## src/rtl/tsl_pkg.sv

```systemverilog
package tsl_pkg;
  localparam int BIT_OFS_W     = 3;
  localparam int TS_OFS_W      = 7;
  localparam int LOC_W         = BIT_OFS_W + TS_OFS_W;
  localparam int T1_FRAME_BITS = 193;
  localparam int E1_FRAME_BITS = 256;
  localparam int POS_W         = $clog2(E1_FRAME_BITS);
  localparam int MF_MAX        = 24;
  localparam int FRM_W         = $clog2(MF_MAX);

  // frame length in bit clocks
  function automatic logic [POS_W:0] frame_len(logic e1);
    return e1 ? (POS_W+1)'(E1_FRAME_BITS) : (POS_W+1)'(T1_FRAME_BITS);
  endfunction

  // multiframe length in frames
  function automatic logic [FRM_W-1:0] mf_len(logic [1:0] sel);
    case (sel)
      2'b00:   return FRM_W'(12);
      2'b01:   return FRM_W'(24);
      default: return FRM_W'(16);
    endcase
  endfunction

  // location folded into the frame
  function automatic logic [POS_W-1:0] wrap_loc(logic [LOC_W-1:0] loc, logic e1);
    if (e1) return loc[POS_W-1:0];
    return POS_W'(loc % LOC_W'(T1_FRAME_BITS));
  endfunction

  // next position with wrap at the end of the frame
  function automatic logic [POS_W-1:0] step_pos(logic [POS_W-1:0] p, logic e1);
    if ({1'b0, p} >= frame_len(e1) - (POS_W+1)'(1)) return '0;
    return p + POS_W'(1);
  endfunction
endpackage

```

## src/rtl/tsl_pos_counter.sv

```systemverilog
module tsl_pos_counter import tsl_pkg::*; (
  input  logic             clk,
  input  logic             rst_n,
  input  logic             line_e1,
  input  logic             reload,
  input  logic [POS_W-1:0] reload_pos,
  output logic [POS_W-1:0] pos,
  output logic             wrap_next
);
  logic [POS_W-1:0] pos_nxt;

  assign pos_nxt   = reload ? reload_pos : step_pos(pos, line_e1);
  assign wrap_next = (pos_nxt == '0);

  always_ff @(posedge clk or negedge rst_n) begin
    if (!rst_n) pos <= '0;
    else        pos <= pos_nxt;
  end
endmodule

```

## src/rtl/tsl_frame_counter.sv

```systemverilog
module tsl_frame_counter import tsl_pkg::*; (
  input  logic             clk,
  input  logic             rst_n,
  input  logic [1:0]       mf_sel,
  input  logic             advance,
  input  logic             restart,
  output logic [FRM_W-1:0] frm
);
  logic [FRM_W-1:0] last;

  assign last = mf_len(mf_sel) - FRM_W'(1);

  always_ff @(posedge clk or negedge rst_n) begin
    if (!rst_n)       frm <= '0;
    else if (restart) frm <= advance ? FRM_W'(1) : '0;
    else if (advance) frm <= (frm >= last) ? '0 : frm + FRM_W'(1);
  end
endmodule

```

## src/rtl/tsl_pulse_reg.sv

```systemverilog
module tsl_pulse_reg #(
  parameter int N = 3
) (
  input  logic         clk,
  input  logic         rst_n,
  input  logic [N-1:0] d,
  output logic [N-1:0] q
);
  for (genvar i = 0; i < N; i++) begin : g_bit
    logic r;
    always_ff @(posedge clk or negedge rst_n) begin
      if (!rst_n) r <= 1'b0;
      else        r <= d[i];
    end
    assign q[i] = r;
  end
endmodule

```

## src/rtl/tx_sync_locator.sv

```systemverilog
module tx_sync_locator import tsl_pkg::*; (
  input  logic                 clk,
  input  logic                 rst_n,
  input  logic                 line_e1,
  input  logic [1:0]           mf_sel,
  input  logic                 accept_mode,
  input  logic [BIT_OFS_W-1:0] bit_ofs,
  input  logic [TS_OFS_W-1:0]  ts_ofs,
  input  logic                 fsync_in,
  input  logic                 msync_in,
  output logic                 fsync_out,
  output logic                 msync_out,
  output logic                 align_err,
  output logic [POS_W-1:0]     bit_pos,
  output logic [FRM_W-1:0]     frame_num
);
  localparam int NSTROBE = 3;

  // named internal events
  logic [POS_W-1:0] target;
  logic             pos_match;
  logic             frame_zero;
  logic             sync_seen;
  logic             mf_seen;
  logic             misalign;
  logic             frame_wrap;
  logic [NSTROBE-1:0] strobe_d, strobe_q;

  assign target     = wrap_loc({ts_ofs, bit_ofs}, line_e1);
  assign pos_match  = (bit_pos == target);
  assign frame_zero = (frame_num == '0);
  assign sync_seen  = accept_mode & (fsync_in | msync_in);
  assign mf_seen    = accept_mode & msync_in;
  assign misalign   = sync_seen & (~pos_match | (mf_seen & ~frame_zero));

  tsl_pos_counter u_pos (
    .clk        (clk),
    .rst_n      (rst_n),
    .line_e1    (line_e1),
    .reload     (sync_seen),
    .reload_pos (step_pos(target, line_e1)),
    .pos        (bit_pos),
    .wrap_next  (frame_wrap)
  );

  tsl_frame_counter u_frm (
    .clk     (clk),
    .rst_n   (rst_n),
    .mf_sel  (mf_sel),
    .advance (frame_wrap),
    .restart (mf_seen),
    .frm     (frame_num)
  );

  assign strobe_d = {misalign, pos_match & frame_zero, pos_match};

  tsl_pulse_reg #(.N(NSTROBE)) u_stb (
    .clk   (clk),
    .rst_n (rst_n),
    .d     (strobe_d),
    .q     (strobe_q)
  );

  assign fsync_out = strobe_q[0];
  assign msync_out = strobe_q[1];
  assign align_err = strobe_q[2];
endmodule

```

## config.mk

```make
export PLATFORM = sky130hd
export DESIGN_NAME = tx_sync_locator
export DESIGN_NICKNAME = d
export VERILOG_FILES = /design/src/rtl/tsl_pkg.sv /design/src/rtl/tsl_pos_counter.sv /design/src/rtl/tsl_frame_counter.sv /design/src/rtl/tsl_pulse_reg.sv /design/src/rtl/tx_sync_locator.sv
export SDC_FILE = /design/constraint.sdc
export NUM_CORES = 1
export LEC_CHECK = 0
export ABC_AREA = 1
export CAP_MARGIN = 40
export CORE_ASPECT_RATIO = 0.75
export CORE_MARGIN = 2
export CORE_UTILIZATION = 45
export CTS_CLUSTER_DIAMETER = 100
export DETAILED_ROUTE_END_ITERATION = 10
export PLACE_DENSITY = 0.68
export REMOVE_ABC_BUFFERS = 1
export SYNTH_ARGS = -nofsm -noshare
export SYNTH_HDL_FRONTEND = slang
export SYNTH_SLANG_ARGS = --single-unit
```

## constraint.sdc

```tcl
create_clock -name clk -period 3.7 [get_ports clk]
set_input_delay 0.37 -clock clk [delete_from_list [all_inputs] [get_ports clk]]
set_output_delay 0.37 -clock clk [all_outputs]
set_load 0.01 [all_outputs]
```

# [Word level (Yosys, flattened, before mapping)]
# Cells that the tools add are included.
[totals] reg_bits=16 latchBits=0 mem_bits_rw=0 rom_bits=0 output_inout_bits=16 word_cells=45 memories=0
[classes] n_addsub=5 multipliers=0 div=1 n_lt_le_gt_ge=3 n_eq_ne=2 n_shift=0 n_mux=16 bitwise_logic=9 n_reduce_logical=4
[ops] cell="8-bit 2-to-1 mux" count=7
[ops] cell="8-bit by 9-bit >= comparator with 1-bit output" count=2
[ops] cell="8-bit by 1-bit adder with 8-bit output (second input constant)" count=2
[ops] cell="5-bit 2-to-1 mux" count=3
[ops] cell="10-bit by 8-bit remainder unit with 10-bit output (second input constant)" count=1
[ops] cell="5-bit case mux with 2 select lines" count=1
[ops] cell="9-bit 2-to-1 mux" count=1
[ops] cell="9-bit by 1-bit subtractor with 9-bit output (second input constant)" count=1
[ops] cell="8-bit equality test" count=1
[ops] cell="8-bit logical NOT" count=1
[ops] cell="5-bit by 1-bit adder with 5-bit output (second input constant)" count=1
[ops] cell="1-bit bitwise AND" count=5
[ops] cell="5-bit >= comparator" count=1
[ops] cell="5-bit logical NOT" count=1
[ops] cell="5-bit by 1-bit subtractor with 5-bit output (second input constant)" count=1
[ops] cell="1-bit 2-to-1 mux" count=4
[ops] cell="2-bit by 1-bit equality test with 1-bit output (second input constant)" count=1
[ops] cell="2-bit logical NOT" count=1
[ops] cell="1-bit NOT" count=2
[ops] cell="1-bit OR" count=2
[ops] cell="2-bit nonzero test" count=1

# [Logic depth before layout (Yosys ltp)]
# Gate-level depths: netlist (run 1).
[depth] word_depth=9 depth_mapped=39 depth_no_buf=38

# [Hierarchy]
# Synthesis (run 1) repeated with hierarchy kept, for this count alone.
[hier_totals] cells_unflattened=449 area_unflattened_um2=2732.6
[by_module_without_submodules] module="tx_sync_locator" instances=1 cells_per_inst=286 area_per_inst_um2=1569.0 seq_area_each_um2=0.0
[by_module_without_submodules] module="tsl_pos_counter" instances=1 cells_per_inst=103 area_per_inst_um2=683.2 seq_area_each_um2=200.2
[by_module_without_submodules] module="tsl_frame_counter" instances=1 cells_per_inst=54 area_per_inst_um2=382.9 seq_area_each_um2=125.1
[by_module_without_submodules] module="tsl_pulse_reg" instances=1 cells_per_inst=6 area_per_inst_um2=97.6 seq_area_each_um2=75.1

# [Worst setup path before layout (run 1)]
# OpenSTA, ideal clock, no wires.
[synth_path] path_kind="input to register" startpoint="in ts_ofs[0]" endpoint="reg u_frm.frm[2]" setup_time_ps=118 arrival_ps=4271 path_slack_ps=-689 path_stages=37 path_buffers=1 path_cell_list="nor2_1 nand3_1 nand3_1 nand2_1 inv_2 ha_1 nand3_1 nor2_4 nand3_2 nand2_2 nand2_2 buf_6 xor2_1 inv_2 ha_1 nand3_2 nor2_4 nand3_2 nand2_4 nand2_4 nand2_1 nand2_1 nand2_1 nand2_2 inv_2 ha_1 nand2_1 o221ai_1 a21oi_1 nor2_2 a21oi_2 a21oi_1 nand3_1 nor2_4 nand2_2 nand3_1 nand2_1"
[synth_via] elab_chain_cells=8
[synth_rtl] element="start, declared" line_no="tx_sync_locator.sv:8" text="input logic [TS_OFS_W-1:0] ts_ofs,"
[synth_rtl] element="10-bit by 8-bit remainder unit with 10-bit output / 8-bit 2-to-1 mux (equally long branches)" line_no="tsl_pkg.sv:28, tsl_pkg.sv:27"
[synth_rtl] element="8-bit 2-to-1 mux *" line_no="tsl_pkg.sv:28" text="return POS_W'(loc % LOC_W'(T1_FRAME_BITS));"
[synth_rtl] element="8-bit by 9-bit >= comparator with 1-bit output" line_no="tsl_pkg.sv:33" text="if ({1'b0, p} >= frame_len(e1) - (POS_W+1)'(1)) return '0;"
[synth_rtl] element="1-bit 2-to-1 mux" line_no="tsl_pkg.sv:33"
[synth_rtl] element="8-bit 2-to-1 mux *" line_no="tsl_pkg.sv:34" text="return p + POS_W'(1);"
[synth_rtl] element="8-bit 2-to-1 mux *" line_no="tsl_pos_counter.sv:12" text="assign pos_nxt = reload ? reload_pos : step_pos(pos, line_e1);"
[synth_rtl] element="8-bit logical NOT *" line_no="tsl_pos_counter.sv:13" text="assign wrap_next = (pos_nxt == '0);"
[synth_rtl] element="2-bit nonzero test (no line) *"
[synth_rtl] element="end signal, assigned" line_no="tsl_frame_counter.sv:15" text="else if (restart) frm <= advance ? FRM_W'(1) : '0;"
[synth_rtl] element="end signal, assigned" line_no="tsl_frame_counter.sv:16" text="else if (advance) frm <= (frm >= last) ? '0 : frm + FRM_W'(1);"
[synth_rtl] element="end, declared" line_no="tsl_frame_counter.sv:7" text="output logic [FRM_W-1:0] frm"
# Every way passes the cells marked *; elsewhere a longest branch is shown, timed or not. The select of a mux whose other input is x is not followed.
# A chain may end at the register's enable or synchronous reset.

# [Worst setup path in the final report (run 1)]
[layout_path] startpoint="in ts_ofs[4]" endpoint="reg u_frm.frm[0]"
[layout_via] elab_chain_cells=9
[layout_rtl] element="10-bit by 8-bit remainder unit with 10-bit output / 8-bit 2-to-1 mux (equally long branches)" line_no="tsl_pkg.sv:28, tsl_pkg.sv:27"
[layout_rtl] element="8-bit 2-to-1 mux *" line_no="tsl_pkg.sv:28"
[layout_rtl] element="8-bit by 9-bit >= comparator with 1-bit output" line_no="tsl_pkg.sv:33"
[layout_rtl] element="1-bit 2-to-1 mux" line_no="tsl_pkg.sv:33"
[layout_rtl] element="8-bit 2-to-1 mux *" line_no="tsl_pkg.sv:34"
[layout_rtl] element="8-bit 2-to-1 mux *" line_no="tsl_pos_counter.sv:12"
[layout_rtl] element="named net u_pos.pos_nxt[0]" line_no="tsl_pos_counter.sv:10" text="logic [POS_W-1:0] pos_nxt;"
[layout_rtl] element="8-bit logical NOT *" line_no="tsl_pos_counter.sv:13"
[layout_rtl] element="1-bit 2-to-1 mux" line_no="tsl_frame_counter.sv:15"
[layout_rtl] element="5-bit 2-to-1 mux" line_no="tsl_frame_counter.sv:15"
# The timed path passes the listed nets; every way through them passes the cells marked *. The select of a mux whose other input is x is not followed.

==> results.json, run 1 <==
{
  "rr_startpoint": "u_pos.pos[0]$_DFF_PN0_",
  "fin_crit_ps": 4422,
  "antenna_found_initial": 0,
  "drt_first_pass_iters": 5,
  "async_reset_ff_frac": 1.000,
  "num_rows": 23,
  "tightest_slew_ps": 732.6,
  "regArea_um2": 400.4,
  "drcViolationCount": 0,
  "final_util": 0.7763,
  "routed_wl_um": 8733,
  "multi_input_area_mm2": 0.002132,
  "violations": "setup timing",
  "finalPower_mw": 1.392,
  "hold_path_class": "in2async",
  "final_net_count": 582,
  "synth_area_leader_cell": "dfrtp_1",
  "seqPwrFrac": 0.194,
  "dr_wl_met2_um": 4158,
  "antenna_left": 0,
  "overflow": 0,
  "grt_usage": 0.2764,
  "fmax_mhz": 226.2,
  "setup_ws_ps": -721.8,
  "tns_ps": -5761,
  "finalCritPeriodShare": 1.195,
  "layout-drive-gt1-share": 0.4344,
  "yosys.cell_types.count": 31,
  "reg2reg_depth": 21,
  "crit_arrival_ps": 4610,
  "power.internal_uw": 768.9,
  "cts_tree": "done",
  "ys_ff_latch": 16,
  "gp_congestion": 0.9535,
  "dp.cells": 575,
  "irDropWorstVdd_v": 0.0001608,
  "die_w_um": 89.50,
  "grt_pass1_vias": 2918,
  "yosys-top-cells-area": "dfrtp_1, nand2_1, ha_1",
  "wl_per_cell_um": 14.18,
  "synth_warnings": 0,
  "outcome": "complete, but fails checks",
  "vias_per_cell": 5.190,
  "synth.top_cell.area_share": 0.1623,
  "path_common_cell": "buf_4",
  "finalHoldViolations": 0,
  "htreeDepth": 1,
  "critPathMaxFanout": 5,
  "path_clk_slew_ps": 60,
  "avgSynthCellArea_um2": 6.310,
  "dpl_cell_area_mm2": 0.003462,
  "pre_cts_ws_ps": -1488,
  "finalMaxSlewViolations": 0,
  "critPathCapture": "u_frm.frm[0]$_DFFE_PN0P_",
  "clock_latency_ps": 250,
  "ff2ff_setup_slack_ps": 700,
  "cts_buffers": 3,
  "slew_headroom": 0.5065,
  "diodes": 0,
  "io_pins": 34,
  "critPathMaxStageDelay_ps": 310,
  "yosysSeqAreaShare": 0.1623,
  "met3_length_um": 539,
  "wl_met1_um": 3926,
  "drtIter0Drc": 254,
  "finalSetupViolCount": 13,
  "finalClockSkew_ps": 3.607,
  "nFillCells": 369,
  "leakagePower_nw": 2.127,
  "vias": 3197,
  "clk_path_buf_depth": 2,
  "hpwl_um": 5933,
  "rsz0062_at_grt": "true",
  "die_y_um": 68.13,
  "powerDensity_mw_per_mm2": 336.9,
  "routed.top_layer": "met4",
  "initial_core_util": 0.4635,
  "combPwrFrac": 0.694,
  "port-buffer-count": 33,
  "p_sw_uw": 623.4,
  "ys.flop_type": "dfrtp_1",
  "drv_cap": 0,
  "grt_max_degree": 17,
  "worstReg2RegEnd": "u_frm.frm[0]$_DFFE_PN0P_",
  "netlist_instances": 391,
  "critPathCaptureType": "flop",
  "sw_frac_of_total": 0.4478,
  "coreArea_mm2": 0.005324,
  "synth_area_mm2": 0.002467,
  "worst_setup_path_start_kind": "primary input",
  "fin_hold_ws_ps": 548.1,
  "grt_first_pass_wirelength_um": 13030,
  "area_growth_pct": 67.49,
  "p_clk_frac": 0.112,
  "startpoint": "ts_ofs[4]",
  "ctsRootBufferMaster": "clkbuf_8",
  "crit_type": "in2reg",
  "critPathRequiredTime_ps": 3890,
  "stdcell_area_mm2": 0.004133,
  "layoutNonFillerInstCount": 616,
  "synth-edff-count": 0,
  "slowest_stage": "ha_1",
  "numClockSinks": 16,
  "die-area_mm2": 0.006097
}
## how the worst min path moves through the flow
stage,startpoint,endpoint,slack (ps),cells past startpoint
after floorplan,rst_n,u_frm.frm[0]$_DFFE_PN0P_,70,0
after global placement,u_frm.frm[3]$_DFFE_PN0P_,u_frm.frm[3]$_DFFE_PN0P_,600,2
after detailed placement,u_frm.frm[3]$_DFFE_PN0P_,u_frm.frm[3]$_DFFE_PN0P_,610,2
after CTS,rst_n,u_pos.pos[3]$_DFF_PN0_,560,1
after global routing,rst_n,u_pos.pos[3]$_DFF_PN0_,590,1
final,rst_n,u_stb.g_bit[2].r$_DFF_PN0_,550,1
## synthesized netlist by cell type, types with 3 or more instances
library cell / count
nand2_4: 5
nor2_2: 4
nor2_4: 7
o21ai_1: 5
a21oi_1: 17
nand2_2: 18
nand3_1: 54
ha_1: 22
o21ai_0: 10
dfrtp_1: 16
nand3_2: 7
nor2_1: 29
nand4_1: 11
inv_2: 10
xor2_1: 14
nand2_1: 95
xnor2_1: 3
nor3_1: 3
inv_1: 49
## cell usage in the layout (no fill, tap or decap), types with 4 or more instances in the layout
| master | count |
|---|---|
| clkdlybuf4s50_1 | 24 |
| a21oi_1 | 12 |
| inv_2 | 14 |
| xor2_1 | 13 |
| o21ai_1 | 4 |
| nand2_2 | 24 |
| buf_6 | 9 |
| o21ai_0 | 10 |
| buf_4 | 110 |
| nand4_1 | 11 |
| nor2_4 | 12 |
| nor2_2 | 6 |
| ha_4 | 4 |
| clkbuf_8 | 4 |
| dfrtp_1 | 16 |
| nand2_4 | 8 |
| a21oi_2 | 4 |
| nor2_1 | 22 |
| nand2_1 | 86 |
| ha_1 | 17 |
| nand3_2 | 21 |
| inv_1 | 43 |
| nand3_1 | 38 |
## area by class of cell
class | count | area share
clock buffers | 4 | 0.01332
inverters | 59 | 0.05480
multi-input cells | 313 | 0.5159
flip-flops and latches | 16 | 0.09688
well taps | 75 | 0.02271
repair buffers | 149 | 0.2964
## routing by layer
| layer | track usage | up-vias |
|---|---|---|
| li1 | - | 1574 |
| met1 | 0.3782 | 1478 |
| met2 | 0.4694 | 131 |
| met3 | 0.04101 | 14 |
| met4 | 0.04851 | 0 |
| met5 | 0 | - |
## flip-flops by register name (all words and copies together) (netlist names)
name,cells
u_frm.frm,5
u_stb.g_bit.r,3
u_pos.pos,8
## repair_timing
item / in CTS / in global routing
hold endpoints to repair: 0 / 0
pin swaps: 39 / 46
hold buffers: 0 / 0
resized for setup: 84 / 42
endpoints found under the setup margin: 16 / 16
setup buffers: 38 / 7
## kinds of logic (layout without fill, tap and decap cells)
family / after synthesis / count (layout) / share of synthesized area
simple gates: 236 / 236 / 0.4817
buf+inv: 62 / 212 / 0.09889
compound gates: 38 / 38 / 0.08520
fa+ha+maj: 22 / 22 / 0.1116
xor+xnor: 17 / 17 / 0.06035
flops: 16 / 16 / 0.1623
## worst max-delay path, delay by kind of cell
kind,cells,cell delay [ps]
buffers and inverters,10,1200
adder cells (fa/ha/maj),2,480
XOR/XNOR,2,380
AND/OR/NAND/NOR,18,1840
AO/OA/AOI/OAI,2,340
## power by group through the flow
| stage | Clock, mW | Sequential, mW | Combinational [mW] |
|---|---|---|---|
| floorplan | 0 | 0.272 | 0.407 |
| global placement | 0 | 0.268 | 0.732 |
| detailed placement | 0 | 0.269 | 0.748 |
| CTS | 0.158 | 0.268 | 0.893 |
| global route | 0.166 | 0.274 | 1.05 |
| finish | 0.156 | 0.270 | 0.967 |
Note: power is estimated with default switching activity, not from simulation.
==> run 2: changes to the inputs <==
--- a/config.mk
+++ b/config.mk
@@ -8,7 +8,7 @@
 export ABC_AREA = 1
 export CAP_MARGIN = 40
 export CORE_ASPECT_RATIO = 0.75
-export CORE_MARGIN = 2
+export CORE_MARGIN = 10
 export CORE_UTILIZATION = 45
 export CTS_CLUSTER_DIAMETER = 100
 export DETAILED_ROUTE_END_ITERATION = 10
==> results.json, run 2 (same netlist as run 1, synthesis figures left out) <==
{
  "grt_usage": 0.1788,
  "die_y_um": 84.13,
  "area_growth_pct": 67.90,
  "drcViolationCount": 0,
  "finalHoldViolations": 0,
  "drt_first_pass_iters": 5,
  "critPathRequiredTime_ps": 3840,
  "ctsRootBufferMaster": "clkbuf_8",
  "path_clk_slew_ps": 60,
  "initial_core_util": 0.4635,
  "final_cell_mix": "buf_4, nand2_1, inv_1",
  "gp_congestion": 0.9291,
  "combPwrFrac": 0.702,
  "grt_max_degree": 17,
  "slowest_stage": "ha_4",
  "diodes": 0,
  "hold_path_class": "in2async",
  "hold_buffers": 0,
  "finalSetupViolCount": 12,
  "clk_path_buf_depth": 2,
  "pre_cts_ws_ps": -1341,
  "top_register": "u_pos.pos",
  "die-area_mm2": 0.008875,
  "path_common_cell": "nand2_4",
  "rsz0062_at_grt": "true",
  "drtIter0Drc": 200,
  "sw_frac_of_total": 0.4646,
  "critPathMaxFanout": 6,
  "antenna_left": 0,
  "grt_first_pass_wirelength_um": 13790,
  "crit_arrival_ps": 4480,
  "port-buffer-count": 33,
  "finalCritPeriodShare": 1.173,
  "drv_cap": 0,
  "power.internal_uw": 722.5,
  "num_rows": 23,
  "leakagePower_nw": 2.063,
  "seqPwrFrac": 0.199,
  "critPathMaxStageDelay_ps": 270,
  "htreeDepth": 1,
  "slew_headroom": 0.4960,
  "worst_setup_path_start_kind": "primary input",
  "finalClockSkew_ps": 2.074,
  "finalMaxSlewViolations": 0,
  "p_clk_frac": 0.100,
  "violations": "setup timing",
  "fin_crit_ps": 4338,
  "outcome": "complete, but fails checks",
  "irDropWorstVdd_v": 0.0001806,
  "tns_ps": -4629,
  "routed_wl_um": 9238,
  "crit_type": "in2reg",
  "cts_buffers": 3,
  "powerDensity_mw_per_mm2": 325.7,
  "vias": 3206,
  "cts_tree": "done",
  "finalPower_mw": 1.349,
  "die_w_um": 105.5,
  "grt_pass1_vias": 3046,
  "antenna_found_initial": 0,
  "hpwl_um": 6183,
  "io_pins": 34,
  "p_sw_uw": 627.0,
  "coreArea_mm2": 0.005324,
  "final_common_cell": "buf_4",
  "layout-drive-gt1-share": 0.4388,
  "vias_per_cell": 5.290,
  "numClockSinks": 16,
  "setup_ws_ps": -638.3,
  "clock_latency_ps": 250,
  "critPathCaptureType": "flop",
  "largestRegisters": "u_pos.pos x8, u_frm.frm x5, u_stb.g_bit.r x3",
  "tightest_slew_ps": 753.7,
  "wl_per_cell_um": 15.24,
  "fmax_mhz": 230.5,
  "overflow": 0,
  "largest_reg_flops": 8,
  "final_net_count": 573
}
## run 2: final timing paths
check / startpoint / endpoint / slack, ps / cells after the start
max: ts_ofs[0] / u_frm.frm[3]$_DFFE_PN0P_ / -640 / 37
min: rst_n / u_pos.pos[0]$_DFF_PN0_ / 560 / 1
max reg2reg: u_pos.pos[0]$_DFF_PN0_ / u_frm.frm[2]$_DFFE_PN0P_ / 710 / 21
min reg2reg: u_frm.frm[1]$_DFFE_PN0P_ / u_frm.frm[1]$_DFFE_PN0P_ / 640 / 2
max in group asynchronous: rst_n / u_frm.frm[0]$_DFFE_PN0P_ / 2670 / 1
min in group clk: u_frm.frm[1]$_DFFE_PN0P_ / u_frm.frm[1]$_DFFE_PN0P_ / 640 / 2
## run 2: power by group through the flow
| stage | clock [mW] | combinational, mW | sequential, mW |
|---|---|---|---|
| finish | 0.135 | 0.947 | 0.268 |
| floorplan | 0 | 0.407 | 0.272 |
| global placement | 0 | 0.736 | 0.267 |
| CTS | 0.131 | 0.835 | 0.265 |
| detailed placement | 0 | 0.754 | 0.269 |
| global route | 0.141 | 1.03 | 0.276 |
## run 2: layer usage
layer  vias to the layer above  global-route usage  share of wire
met1                      1513              0.2283           0.44
met2                       125              0.3034           0.48
met3                        10             0.03395          0.063
met4                         0             0.04049          0.012
li1                       1558                   -              -
met5                         -                   0              0
## run 2: critical path, delay by kind of cell
family | cells | cell delay, ps
adders and majority gates | 2 | 430
AOI/OAI and AO/OA | 2 | 230
and+or+nand+nor | 22 | 2230
xor gates and xnor gates | 1 | 160
buffers and inverters | 10 | 1040
## run 2: final cells by class
type                       instances  area, um^2
fill                             366        1181
timing repair buffer             140        1154
sequential                        16       400.4
clock buffer                       3       41.29
tap                               75       93.84
multi-input combinational        313        2230
inverter                          59       224.0
## run 2: through the flow
step	utilization	instance area, um^2	instances	hold WS [ps]
CTS	0.7243	3856	599	583.5
global placement	0.6531	3477	577	603.0
detailed placement	0.6531	3477	577	608.7
floorplan	-	2445	388	74.41
global route	0.7781	4143	606	618.5
finish	0.7781	4143	606	560.6
## run 2: timing repair
action,CTS,global route
buffers inserted,19,9
resized for setup,81,54
pin swaps,36,38
setup endpoints to repair,16,16
